File: config.mk
export PLATFORM = sky130hd
export DESIGN_NAME = bus_station
export DESIGN_NICKNAME = d
export VERILOG_FILES = /design/src/rtl/bus_station_pkg.sv /design/src/rtl/bus_station_rx.sv /design/src/rtl/bus_station_seq.sv /design/src/rtl/bus_station.sv
export SDC_FILE = /design/constraint.sdc
export NUM_CORES = 1
export LEC_CHECK = 0
export BUFFER_PORTS_ARGS = -buffer_cell sky130_fd_sc_hd__buf_2
export CAP_MARGIN = 20
export CORE_ASPECT_RATIO = 1.75
export CORE_MARGIN = 8
export CORE_UTILIZATION = 40
export DETAILED_ROUTE_END_ITERATION = 10
export SYNTH_ARGS = -nofsm -noshare
export SYNTH_HDL_FRONTEND = slang
export SYNTH_HIERARCHICAL = 1
export SYNTH_SLANG_ARGS = --single-unit
File: constraint.sdc
create_clock -name clk_i -period 4.26 [get_ports clk_i]
set_clock_uncertainty 0.2 [all_clocks]
set_input_delay 0.213 -clock clk_i [delete_from_list [all_inputs] [get_ports clk_i]]
set_output_delay 0.213 -clock clk_i [all_outputs]
set_load 0.01 [all_outputs]
File: src/rtl/bus_station_pkg.sv
package bus_station_pkg;
  localparam int ADDR_W = 8;
  localparam int CMD_W  = 2;

  typedef enum logic [CMD_W-1:0] {
    CMD_POLL    = 2'b00,
    CMD_PWR_ON  = 2'b01,
    CMD_PWR_OFF = 2'b10,
    CMD_RSVD    = 2'b11
  } cmd_e;

  typedef enum logic [1:0] {
    SYM_OFF  = 2'b00,
    SYM_ZERO = 2'b01,
    SYM_ONE  = 2'b10,
    SYM_EOM  = 2'b11
  } sym_e;

  typedef enum logic [1:0] {
    ST_IDLE, ST_WAIT, ST_SEND, ST_EOM
  } seq_state_e;
endpackage

File: src/rtl/bus_station_rx.sv
module bus_station_rx
  import bus_station_pkg::*;
(
  input  logic              clk_i,
  input  logic              rst_ni,
  input  logic              en_i,
  input  logic              bus_rx_i,
  output logic              frame_vld_o,
  output logic [ADDR_W-1:0] frame_addr_o,
  output cmd_e              frame_cmd_o
);
  localparam int FW  = ADDR_W + CMD_W;
  localparam int CW  = $clog2(FW);

  logic          busy_q;
  logic [CW-1:0] cnt_q;
  logic [FW-1:0] sh_q;

  always_ff @(posedge clk_i or negedge rst_ni) begin
    if (!rst_ni) begin
      busy_q      <= 1'b0;
      cnt_q       <= '0;
      sh_q        <= '0;
      frame_vld_o <= 1'b0;
    end else begin
      frame_vld_o <= 1'b0;
      if (!en_i) begin
        busy_q <= 1'b0;
      end else if (!busy_q) begin
        if (bus_rx_i) begin
          busy_q <= 1'b1;
          cnt_q  <= '0;
        end
      end else begin
        sh_q  <= {sh_q[FW-2:0], bus_rx_i};
        cnt_q <= cnt_q + 1'b1;
        if (cnt_q == CW'(FW-1)) begin
          busy_q      <= 1'b0;
          frame_vld_o <= 1'b1;
        end
      end
    end
  end

  assign frame_addr_o = sh_q[FW-1:CMD_W];
  assign frame_cmd_o  = cmd_e'(sh_q[CMD_W-1:0]);
endmodule

File: src/rtl/bus_station_seq.sv
module bus_station_seq
  import bus_station_pkg::*;
#(
  parameter int MAX_LEN = 8,
  parameter int TIMEOUT = 16
) (
  input  logic       clk_i,
  input  logic       rst_ni,
  input  logic       start_i,
  input  logic       pwr_i,
  input  logic       host_valid_i,
  input  logic       host_bit_i,
  input  logic       host_last_i,
  output logic       host_ready_o,
  output logic       tx_en_o,
  output logic [1:0] tx_sym_o,
  output logic       overrun_o,
  output logic       idle_o
);
  localparam int LEN_W = $clog2(MAX_LEN + 1);
  localparam int TMO_W = $clog2(TIMEOUT + 1);

  seq_state_e       state_q;
  logic [LEN_W-1:0] cnt_q;
  logic [TMO_W-1:0] tmo_q;
  logic             cur_q, last_q;
  logic             at_limit, accept;

  assign at_limit     = (cnt_q == LEN_W'(MAX_LEN));
  assign host_ready_o = pwr_i && ((state_q == ST_WAIT) ||
                                  (state_q == ST_SEND && !last_q && !at_limit));
  assign accept       = host_valid_i && host_ready_o;

  always_ff @(posedge clk_i or negedge rst_ni) begin
    if (!rst_ni) begin
      state_q   <= ST_IDLE;
      cnt_q     <= '0;
      tmo_q     <= '0;
      cur_q     <= 1'b0;
      last_q    <= 1'b0;
      overrun_o <= 1'b0;
    end else begin
      case (state_q)
        ST_IDLE: if (start_i) begin
          state_q   <= ST_WAIT;
          tmo_q     <= '0;
          overrun_o <= 1'b0;
        end
        ST_WAIT: if (accept) begin
          state_q <= ST_SEND;
          cur_q   <= host_bit_i;
          last_q  <= host_last_i;
          cnt_q   <= LEN_W'(1);
        end else if (tmo_q == TMO_W'(TIMEOUT - 1)) begin
          state_q <= ST_EOM;
        end else begin
          tmo_q <= tmo_q + 1'b1;
        end
        ST_SEND: if (last_q) begin
          state_q <= ST_EOM;
        end else if (host_valid_i) begin
          if (at_limit) begin
            overrun_o <= 1'b1;  // babbling host cut off
            state_q   <= ST_EOM;
          end else begin
            cur_q  <= host_bit_i;
            last_q <= host_last_i;
            cnt_q  <= cnt_q + 1'b1;
          end
        end else begin
          state_q <= ST_EOM;
        end
        default: state_q <= ST_IDLE;
      endcase
    end
  end

  always_comb begin
    tx_en_o  = (state_q == ST_SEND) || (state_q == ST_EOM);
    tx_sym_o = SYM_OFF;
    if (state_q == ST_EOM)       tx_sym_o = SYM_EOM;
    else if (state_q == ST_SEND) tx_sym_o = cur_q ? SYM_ONE : SYM_ZERO;
  end

  assign idle_o = (state_q == ST_IDLE);
endmodule

File: src/rtl/bus_station.sv
module bus_station
  import bus_station_pkg::*;
#(
  parameter int MAX_LEN = 8,
  parameter int TIMEOUT = 16
) (
  input  logic        clk_i,
  input  logic        rst_ni,
  input  logic [7:0]  station_id_i,
  input  logic        bus_rx_i,
  input  logic        host_valid_i,
  input  logic        host_bit_i,
  input  logic        host_last_i,
  output logic        host_ready_o,
  output logic        tx_en_o,
  output logic [1:0]  tx_sym_o,
  output logic        power_en_o,
  output logic        overrun_o
);
  logic              seq_idle, frame_vld, hit;
  logic [ADDR_W-1:0] frame_addr;
  cmd_e              frame_cmd;

  bus_station_rx u_rx (
    .clk_i        (clk_i),
    .rst_ni       (rst_ni),
    .en_i         (seq_idle),
    .bus_rx_i     (bus_rx_i),
    .frame_vld_o  (frame_vld),
    .frame_addr_o (frame_addr),
    .frame_cmd_o  (frame_cmd)
  );

  assign hit = frame_vld && (frame_addr == station_id_i);

  always_ff @(posedge clk_i or negedge rst_ni) begin
    if (!rst_ni)                            power_en_o <= 1'b0;
    else if (hit && frame_cmd == CMD_PWR_ON)  power_en_o <= 1'b1;
    else if (hit && frame_cmd == CMD_PWR_OFF) power_en_o <= 1'b0;
  end

  bus_station_seq #(.MAX_LEN(MAX_LEN), .TIMEOUT(TIMEOUT)) u_seq (
    .clk_i        (clk_i),
    .rst_ni       (rst_ni),
    .start_i      (hit && frame_cmd == CMD_POLL),
    .pwr_i        (power_en_o),
    .host_valid_i (host_valid_i),
    .host_bit_i   (host_bit_i),
    .host_last_i  (host_last_i),
    .host_ready_o (host_ready_o),
    .tx_en_o      (tx_en_o),
    .tx_sym_o     (tx_sym_o),
    .overrun_o    (overrun_o),
    .idle_o       (seq_idle)
  );
endmodule

==> summary.md <==
| Metric | Value |
|---|---|
| Mapped Area | `1800 sq um` |
| Via count | `1304` |
| Max-cap violations | `0` |
| Top_reg_cell synth | `dfrtp_1` |
| GRT busiest layer | `met2` |
| Total Wirelength | `3680 um` |
| Initial Util | `41.2%` |
| Die H | `105 um` |
| Crit path kind | `flip-flop to flip-flop` |
| Synth area leader | `dfrtp_1` |
| Final Power | `1.46 mW` |
| Setup TNS Final | `0 ps` |
| Endpoint type of the worst setup path | `flip-flop` |
| Top-count cell post-synth | `dfrtp_1` |
| FP Rows | `32` |
| Worst setup margin | `1810 ps` |
| Vias in the first global route | `1422` |
| Worst setup SP type | `flip-flop` |
| CTS H-tree depth | `2` |
| Ys async rst share | `100%` |
| Register area share after synthesis | `43.1%` |
| Gp weighted congestion | `0.750` |
| Fin. Hold Viols | `0` |
| First-pass GRT wire length | `6290 um` |
| Sink Count | `31` |
| CTS tree | `yes` |
| # DRC | `0` |
| Full die area | `6980 sq um` |
| Yosys top cell area share | `43.1%` |
| Post-CTS resize count | `0` |
| Leak Pwr | `0.968 nW` |
| Gate Count Post-Synth | `170` |
| Vias per cell | `5.26` |
| Critical path required time | `4230 ps` |
| Relative slew slack | `52.8%` |
| Area Growth Syn to Fin | `15.9%` |
| Placement Setup Slack | `1820 ps` |
| Setup violations, final | `0` |
| Worst Max-Slew Pin Slew | `709 ps` |
| Hold Buf Count CTS | `3` |
| Per-cell routed wire length | `14.8 um` |
| Synth Net Count | `194` |
| CTS Buffer Depth | `2` |
| Ant diodes | `0` |
| Outcome | `finished clean` |
| Gr usage total | `11.4%` |
| CP max FO | `8` |
| Met1 GRT Util | `12.3%` |
| Yosys warning count | `6` |
| Hold Slack | `159 ps` |
| Nets@finish | `220` |
| Antenna violations before repair | `0` |
| Drt initial violations | `37` |
| Boundary Pins | `20` |
| Critical path arrival | `2420 ps` |
| Final period utilization | `57.5%` |
| Pwr dens | `701 nW/um^2` |
| Final slew viol count | `0` |
| Synth cell types | `51` |
| Met2 Usage GRT | `18.8%` |
| M3 GR Usage | `4.17%` |
| Detail Placement HPWL | `2650 um` |
| Pin count of the biggest net entering global routing | `32` |
| Post-CTS Setup Bufs | `0` |
| Clock latency on the worst-skew pair | `280 ps` |
| Worst Hold Class | `input port to flip-flop` |
| Synthesized flop and latch total | `31` |
| Layout cell share with drive strength beyond 1 | `24.4%` |
| RSZ-0062 raised after global routing | `false` |
| Initial DRT Pass Iterations | `4` |
| Grt ovf | `0` |
| Root buffer cell | `clkbuf_8` |
| Top cells by count, synth | `dfrtp_1, o21ai_0, nand2_1` |
| Peak supply drop | `0.411 mV` |
| CTS clk-pin slew, worst paths | `70 ps` |
| Die W | `66.7 um` |
| Fmax | `408 MHz` |
| CTS buffer count | `5` |
| Final Critical Period | `2450 ps` |
| Post-synth EDFFs | `0` |
| Antenna-violating nets left | `0` |
| Top cells by area, synth | `dfrtp_1, ha_1, mux2_4, o21ai_0, mux2_2` |
| Core Box Area | `4360 sq um` |
| Syn Area/Cell | `10.6 sq um` |
| Port buffer count | `19` |
[power by group]
group	internal (mW)	leakage, nW	total [mW]	switching [mW]
Sequential	0.416	0.383	0.542	0.126
Clock	0.189	0.0612	0.300	0.111
Combinational	0.300	0.524	0.620	0.320
[layer usage]
metal	vias to the layer above	routed length (um)
met5	-	0
met4	0	31
met3	2	145
met2	22	1950
met1	623	1550
li1	657	-
[worst paths after layout]
kind                                       from  cells past startpoint  slack [ps]          endpoint
worst max-delay path               u_rx/sh_q[6]                      8        1810  u_seq/state_q[1]
worst min-delay path                host_last_i                      4         160      u_seq/last_q
worst max register to register     u_rx/sh_q[6]                      8        1810  u_seq/state_q[1]
worst min register to register  u_seq/overrun_o                      2         320   u_seq/overrun_o
max in group asynchronous                rst_ni                      2        3090      u_rx/sh_q[4]
min in group asynchronous                rst_ni                      2         320    u_seq/tmo_q[2]
[state kept, by name, summed over array words and instances (netlist names)]
register	flops
u_rx/sh_q	10
u_seq/tmo_q	5
u_rx/cnt_q	4
u_seq/cnt_q	4
u_seq/state_q	2
power_en_o	1
u_rx/busy_q	1
u_rx/frame_vld_o	1
u_seq/cur_q	1
u_seq/last_q	1
u_seq/overrun_o	1
[stage by stage]
stage	std cells	cell area (sq um)	utilization (%)
global route	248	2090	47.8
global placement	237	1940	44.4
CTS	248	2090	47.8
detailed placement	237	1940	44.4
floorplan	170	1800	-
finish	248	2090	47.8
[cell type report]
type | instances | area, sq um
clock buffers | 6 | 82.6
clock inverters | 2 | 35.0
fillers | 413 | 2280
inverters | 11 | 41.3
multi-input cells | 125 | 962
flip-flops and latches | 31 | 776
well taps | 51 | 63.8
repair buffers | 22 | 125
[critical path, cell delays in order, from the launching register on]
cell	delay (ps)
dfrtp_1	400
xor2_1	170
nor4_4	330
nand3_1	110
nor3_1	200
nor2b_1	160
a21o_1	170
a31oi_1	230
mux2_2	370
[cells by family after synthesis]
group	Yosys count	synth area share, %
AOI/OAI and AO/OA	39	14.5
xor gates and xnor gates	8	3.89
adders and majority gates	10	6.95
buffers and inverters	14	3.41
DFF	31	43.1
muxes	15	10.5
and+or+nand+nor	53	17.7
[layout by cell type, fill, tap and decap left out, drive strengths merged, types with 3 or more instances in the layout]
cell type and instances:
o21ai 15, nor3 5, buf 19, nand2b 4, nor2b 4, ha 10
mux2 13, xor2 7, a21o 3, nand2 15, or2 3, a21oi 6
dlygate4sd3 3, inv 11, nor2 4, nand3 7, clkbuf 6, dfrtp 31
(Power assumes the default switching activity.)
